## src/rtl/paged_csr_window.sv

```systemverilog
`timescale 1ns/1ps
module paged_csr_window #(
  parameter int DATA_W      = 32,
  parameter int ADDR_W      = 12,
  parameter int OFS_W       = 10,
  parameter int PAGE_W      = 6,
  parameter int PAGE_LSB    = 13,
  parameter logic [ADDR_W-1:0] CTL_ADDR = 12'h808,
  parameter int NUM_SLOTS   = 8,
  parameter int SLOT_BASE   = 0,
  parameter int SLOT_STRIDE = 'h404
)(
  input  logic              clk,
  input  logic              rst_n,
  input  logic              req_valid,
  input  logic              req_write,
  input  logic [ADDR_W-1:0] req_addr,
  input  logic [DATA_W-1:0] req_wdata,
  output logic              rsp_valid,
  output logic [DATA_W-1:0] rsp_rdata,
  output logic [PAGE_W-1:0] page_sel,
  output logic              axi_pio_en,
  output logic              pcie_pio_en
);
  localparam int INT_W = PAGE_W + OFS_W;

  logic [DATA_W-1:0] ctl_q;
  logic [ADDR_W-1:0] word;
  logic              in_aper, hit_ctl, rd_req, wr_req;
  logic [INT_W-1:0]  int_addr;
  logic [NUM_SLOTS-1:0] slot_hit;
  logic [DATA_W-1:0] slot_q [NUM_SLOTS];
  logic [DATA_W-1:0] rd_data;

  assign word     = {req_addr[ADDR_W-1:2], 2'b00};
  assign in_aper  = &word[ADDR_W-1:OFS_W];
  assign hit_ctl  = (word == CTL_ADDR);
  assign int_addr = in_aper ? {page_sel, word[OFS_W-1:0]}
                            : {{(INT_W-ADDR_W){1'b0}}, word};
  assign rd_req   = req_valid && !req_write;
  assign wr_req   = req_valid && req_write;

  assign page_sel    = ctl_q[PAGE_LSB +: PAGE_W];
  assign axi_pio_en  = ctl_q[0];
  assign pcie_pio_en = ctl_q[1];

  always_ff @(posedge clk or negedge rst_n)
    if (!rst_n)                ctl_q <= '0;
    else if (wr_req && hit_ctl) ctl_q <= req_wdata;

  for (genvar k = 0; k < NUM_SLOTS; k++) begin : g_slot
    localparam logic [INT_W-1:0] SLOT_A = INT_W'(SLOT_BASE + k * SLOT_STRIDE);
    assign slot_hit[k] = !hit_ctl && (int_addr == SLOT_A);
    always_ff @(posedge clk or negedge rst_n)
      if (!rst_n)                   slot_q[k] <= '0;
      else if (wr_req && slot_hit[k]) slot_q[k] <= req_wdata;
  end

  always_comb begin
    rd_data = hit_ctl ? ctl_q : '0;
    for (int k = 0; k < NUM_SLOTS; k++)
      if (slot_hit[k]) rd_data = rd_data | slot_q[k];
  end

  always_ff @(posedge clk or negedge rst_n)
    if (!rst_n) begin
      rsp_valid <= 1'b0;
      rsp_rdata <= '0;
    end else begin
      rsp_valid <= rd_req;
      if (rd_req) rsp_rdata <= rd_data;
    end
endmodule

```

## config.mk

```make
export PLATFORM = sky130hd
export DESIGN_NAME = paged_csr_window
export DESIGN_NICKNAME = d
export VERILOG_FILES = /design/src/rtl/paged_csr_window.sv
export SDC_FILE = /design/constraint.sdc
export NUM_CORES = 1
export LEC_CHECK = 0
export BUFFER_PORTS_ARGS = -buffer_cell sky130_fd_sc_hd__buf_2
export CAP_MARGIN = 20
export CORE_MARGIN = 1
export CORE_UTILIZATION = 50
export DETAILED_ROUTE_END_ITERATION = 16
export PLACE_DENSITY_LB_ADDON = 0.3
export SLEW_MARGIN = 10
export SYNTH_ARGS = -nofsm -noshare
export SYNTH_HDL_FRONTEND = slang
export SYNTH_SLANG_ARGS = --single-unit
```

## constraint.sdc

```tcl
create_clock -name clk -period 3.2 [get_ports clk]
set_input_delay 0.64 -clock clk [delete_from_list [all_inputs] [get_ports clk]]
set_output_delay 0.64 -clock clk [all_outputs]
set_load 0.01 [all_outputs]
```

==> summary.txt, run 1 <==
Timing
  – RSZ-0062 raised after global routing: false
  – # setup viols final: 0
  – Actual slew at the worst max-slew pin: 0.871 ns
  – Final period utilization: 0.821
  – Clk_skew: 0.0241 ns
  – Hold Slack: 0.106 ns
  – Final min period: 2.63 ns
  – Setup WS post-layout: 0.572 ns
  – Final TNS setup: 0 ns
  – Fin. max-slew vios: 0
  – Fin. Hold Viols: 0
  – Slew HR: 0.419
  – Highest achievable clock rate: about 380 MHz

Power and ir drop
  – Reg power frac: 0.489
  – Max IR drop VDD: 0.000465 V
  – Clock share of power: 0.464
  – Total power: 8510 uW
  – Power per cell area: between 500 and 600 nW/um^2
  – P_sw: 1880 uW
  – Switching share of power: 0.221
  – Static leakage: 0.00817 uW
  – Logic pwr share: 0.046
  – Internal power: 6630 uW

Critical path
  – Worst reg2reg startpoint: ctl_q[13]
  – CP max FO: 24
  – Start point of the critical path: ctl_q[13]
  – WP data required: 3.58 ns
  – CP Launch Type: flop
  – Crit end category: flop
  – R2R setup slack: 0.57 ns
  – R2R depth: 6
  – Critical path class: reg2reg
  – Arr. time, crit path: 3.01 ns
  – R2R Path End: slot_q[116]

Drt
  – Vias per cell: 6.08
  – Antenna Nets Post-Route: 0
  – DR iter-0 viols: 649
  – DRC: 0
  – Drt first pass iters: 5
  – Routed WL: roughly 34 mm
  – Vias: between 8,000 and 9,000
  – Average wire per standard cell: 23.3 um

Synthesis
  – Main flop type after synthesis: dfrtp_1
  – YS warnings: 0
  – Synth Register Bits: 321
  – Synth cell types: 46
  – Post-Syn Nets: 1,029
  – Top-area cell type share of the netlist area: 0.571
  – Post-synth ARST share: 1.00
  – Syn_area_per_cell: around 14 um^2
  – Sequential area share after synthesis: 0.571
  – Mapped Area: 14,100 um^2
  – Post-synth top area cell: dfrtp_1
  – Cells taking the most area after synthesis: dfrtp_1 (57%), mux2_1 (18%), a221oi_1 (3.8%), mux2_4 (3.2%), mux2_2 (2.8%)
  – Post-synth EDFFs: 0
  – Synthesized instance count: just under 1,000

Global route
  – GR Util All Layers: 0.250
  – Met2 Usage GRT: 0.407
  – Met3 GRT Util: 0.0368
  – First-pass GRT wire length: 54.7 mm
  – Grt peak-use layer: met2
  – Met1 Use GR: 0.341
  – Via count of the first global-routing pass: 9,372
  – Pin count of the biggest net entering global routing: 78
  – Global route total overflow: 0
  – Initial antenna violation count: 1

Clock network
  – Post-CTS sizing: 0
  – Clk pin slew, worst setup/hold paths: about 0.06 ns
  – Post-CTS Setup Repair Bufs: 0
  – Insertion delay to the later sink of the worst-skew pair: just over 0.5 ns
  – Clk sinks: 321
  – H-tree depth: 2
  – CTS Buf Count: 35
  – Buffer depth of the longest clock path: 3
  – TritonCTS clock tree: yes
  – Cts hold-fix bufs: 0
  – Root buffer cell: clkbuf_16

Placed design
  – Detailed Place HPWL: 21.4 mm
  – Place WS: 0.159 ns
  – GPL Wtd Cong: 0.819
  – DP Area: approximately 15,000 um^2
  – Buffers added on ports: 86

Final layout
  – Commonest non-fill, non-tap cell in the layout: dfrtp_1
  – Layout Nets: 1,120
  – Commonest non-fill, non-tap cells in the layout: dfrtp_1 (321), mux2_1 (222), buf_2 (85)
  – Syn-to-layout area delta: 14.7%
  – Filler cell count in the final layout: 2,193
  – Share of cells above drive strength 1: 0.250
  – Final instance area: 16,100 um^2

Floorplan
  – Initial core utilization: 0.508
  – Die area: 28,800 um^2
  – I/O pin count: 89
  – CORE AREA: 27,700 um^2
  – Die Span Y: 170 um
  – Die Wd: 170 um
  – FP Rows: 61

Run
  – Number of max-cap violations: 0

Hold path
  – Min-delay worst type: in2async

Run status
  – Status: finished clean
==> cell families (layout without fill, tap and decap cells) <==
group,after synthesis,in the layout,share of synthesized area
flops,321,321,0.571
mux,287,287,0.238
compound gates,198,198,0.118
buf+inv,89,203,0.0377
simple gates,86,86,0.0359
other cells,0,1,0
==> flip-flops by register name (all words and copies together), names as in the netlist <==
signal	cells
rsp_valid	1
ctl_q	32
rsp_rdata	32
slot_q	256
==> cells in the mapped netlist (2+ instances only) <==
cell / instances
clkbuf_1: 33
a31oi_1: 32
mux2_2: 35
nand3b_1: 3
and3_1: 8
or4b_1: 2
mux2_4: 30
or2_2: 3
a221oi_1: 61
a21oi_1: 4
nand2b_1: 4
buf_8: 3
and4_1: 2
dfrtp_1: 321
o211ai_1: 2
buf_2: 28
a22oi_1: 31
and2_1: 5
nand3_4: 2
nor2_1: 35
a22o_1: 30
o2111a_1: 2
a32o_1: 30
nand2_1: 7
buf_6: 13
inv_1: 4
nand3_1: 4
mux2_1: 222
buf_4: 8
==> cell type report <==
type                       instances  area [um^2]  share of cell area
clock inverter                     5         65.1             0.00403
inverter                           4         15.0            0.000930
sequential                       321         8030               0.497
multi-input combinational        571         5550               0.344
antenna                            1         2.50            0.000155
clock buffer                      55         1070              0.0664
tap                              378          473              0.0293
timing repair buffer             139          938              0.0581
==> worst max path at each step <==
stage / endpoint / slack, ns
floorplan: slot_q[193] / 0.54
global placement: slot_q[69] / 0.21
detailed placement: slot_q[93] / 0.16
CTS: slot_q[116] / 0.57
global route: slot_q[125] / 0.51
finish: slot_q[116] / 0.57
==> power by group through the flow <==
stage / clock, uW / sequential [uW] / combinational, uW
final: 3950 / 4160 / 393
after global routing: 4200 / 4170 / 441
after CTS: 4030 / 4160 / 402
after detailed placement: 0 / 4240 / 401
after global placement: 0 / 4230 / 395
after floorplan: 0 / 4250 / 114
==> stage by stage <==
step | util | cells
after floorplan | - | 981
after global placement | 0.542 | 1413
after detailed placement | 0.542 | 1413
after CTS | 0.583 | 1473
after global routing | 0.583 | 1473
final | 0.583 | 1474
==> worst max-delay path: stages (launching register included) <==
cell      delay (ns)
dfrtp_1         0.48
or4b_1          0.57
a221oi_2        0.38
and3_1          0.28
nand2_2         0.07
buf_4           0.32
mux2_1          0.38
==> routing by layer <==
| layer | routed length [um] | part of all wire |
|---|---|---|
| met5 | 0 | 0 |
| met4 | 1130 | 0.033 |
| met3 | 1690 | 0.049 |
| met2 | 16500 | 0.48 |
| met1 | 15000 | 0.44 |
(Power assumes the default switching activity.)
==> run 2: changes to the inputs <==
clock period = 2.3 ns   (was 3.2 ns; I/O delays follow)
==> summary.txt, run 2 (synthesis gave the netlist of run 1 again) <==
Run status
  – Status: finished with violations
  – Violated checks: negative setup slack

Floorplan
  – Die Wd: 170 um
  – I/O pin count: 89
  – Die area: ~29,000 um^2
  – Die Span Y: 170 um
  – Initial core utilization: 0.508
  – FP Rows: 61
  – CORE AREA: 27,700 um^2

Drt
  – Vias: between 9,000 and 10,000
  – DRC: 0
  – Met3 routed WL: 1.76 mm
  – DRT met1 WL: 15.3 mm
  – Antenna Nets Post-Route: 0
  – Vias per cell: 6.10
  – Average wire per standard cell: 23.8 um
  – Metal2 WL: 18.1 mm
  – DR iter-0 viols: 604
  – Top sig layer: met5
  – Routed WL: 36.1 mm
  – Drt first pass iters: 5

Critical path
  – CP Buf/Inv Count: 1
  – CP peak stage delay: approximately 0.54 ns
  – R2R depth: 6
  – CP Launch Type: flop
  – Slowest CP cell: or4b_4
  – CP delay by family, top: simple AND/OR/NAND/NOR gates
  – CP max FO: 6
  – Crit end category: flop
  – Critical path class: reg2reg
  – WP data required: ~2.7 ns
  – R2R setup slack: -0.02 ns
  – Arr. time, crit path: between 2 and 3 ns
  – CP cell instances: or4b_4, a221oi_4, and3_4, nand2_8, clkbuf_16, mux2_4
  – Worst reg2reg startpoint: ctl_q[17]
  – R2R Path End: slot_q[106]

Hold path
  – Sink of the worst hold path: slot_q[184]
  – WHS Path Cells: 2
  – Critical hold path startpoint: req_wdata[24]
  – Min-delay worst type: in2reg

Timing
  – Fin. max-slew vios: 0
  – Slew HR: 0.561
  – Actual slew at the worst max-slew pin: 0.658 ns
  – Setup WS post-layout: -0.0201 ns
  – Fin. Hold Viols: 0
  – Highest achievable clock rate: 431 MHz
  – Final min period: about 2.3 ns
  – Clk_skew: 0.0165 ns
  – Final period utilization: 1.01
  – # setup viols final: 12
  – RSZ-0062 raised after global routing: true
  – Hold Slack: ~0.27 ns

Placed design
  – Place WS: -0.282 ns
  – Buffers added on ports: 86
  – DP Area: 15,500 um^2
  – Detailed Place HPWL: 22.4 mm
  – Placed Cells: 1,453
  – GPL Wtd Cong: 0.829

Global route
  – Global route total overflow: 0
  – GR Util All Layers: 0.253
  – Initial antenna violation count: 1
  – First-pass GRT wire length: 56.0 mm
  – Pin count of the biggest net entering global routing: 64
  – Via count of the first global-routing pass: 9,812

Final layout
  – Syn-to-layout area delta: 20.5%
  – Commonest non-fill, non-tap cells in the layout: dfrtp_1 (320), mux2_1 (207), buf_2 (85)
  – Max reg flops: ~260
  – Commonest non-fill, non-tap cell in the layout: dfrtp_1
  – Layout Nets: 1,166
  – Diodes inserted: 0
  – Largest regs: slot_q: 256 flops, ctl_q: 32 flops, rsp_rdata: 32 flops
  – Post-Layout Cell Count: between 1,500 and 2,000
  – Top reg by flops: slot_q
  – Share of cells above drive strength 1: 0.304
  – Final instance area: 17,000 um^2

Power and ir drop
  – Max IR drop VDD: around 0.00049 V
  – Static leakage: 0.00860 uW
  – Power per cell area: ~700 nW/um^2
  – Total power: 11,900 uW

Clock network
  – Clk sinks: 321
  – H-tree depth: 2
  – CTS Buf Count: 34
  – Insertion delay to the later sink of the worst-skew pair: 0.51 ns
  – Root buffer cell: clkbuf_16
  – Buffer depth of the longest clock path: 3
  – Clk pin slew, worst setup/hold paths: 0.06 ns
  – TritonCTS clock tree: yes

Run
  – Number of max-cap violations: 0
-- run 2: cell count changes in the layout (fill, tap and decap cells not counted), moves of 3 or more --
cell,previous run,this run
buf_6,0,4
buf_4,45,62
mux2_1,222,207
buf_12,8,27
clkbuf_1,9,5
clkinv_2,2,5
mux2_4,30,45
clkbuf_16,36,39
-- run 2: power breakdown --
group          switching (uW)  leakage (uW)  internal (uW)  total, uW
combinational             388       0.00362            208        597
sequential               56.2       0.00442           5740       5790
clock                    2200      0.000566           3340       5530
-- run 2: metrics by stage --
stage	setup TNS (ns)	util
2_1_floorplan	-5.61	-
3_3_place_gp	-48.73	0.561
3_5_place_dp	-54.85	0.561
4_1_cts	-0.0225	0.604
5_1_grt	-1.51	0.612
6_report	-0.120	0.612
-- run 2: what timing repair did --
item,in CTS,in global routing
gates cloned,0,5
resized for setup,9,26
hold buffers,1,0
pin swaps,2,7
endpoints found under the setup margin,150,177
buffers inserted,1,0
endpoints found under the hold margin,54,0
-- run 2: worst max path at each step --
| stage | from | endpoint | depth (start not counted) |
|---|---|---|---|
| 2_1_floorplan | req_addr[7] | slot_q[193] | 9 |
| 3_3_place_gp | req_addr[7] | slot_q[123] | 7 |
| 3_5_place_dp | req_addr[7] | slot_q[36] | 8 |
| 4_1_cts | ctl_q[17] | slot_q[114] | 6 |
| 5_1_grt | ctl_q[13] | slot_q[120] | 6 |
| 6_report | ctl_q[17] | slot_q[106] | 6 |
-- run 2: area by class of cell --
cell class	count	area, um^2
Fill cell	2107	10700
Sequential cell	321	8030
Multi-Input combinational cell	571	5670
Timing Repair Buffer	186	1630
Clock buffer	50	1030
Tap cell	378	473
Clock inverter	9	103
Inverter	4	15.0
-- run 2: per-layer routing --
metal | track usage | up-vias
met5 | 0 | -
met4 | 0.0823 | 2
met1 | 0.330 | 4930
met3 | 0.0387 | 66
met2 | 0.434 | 249
li1 | - | 4019
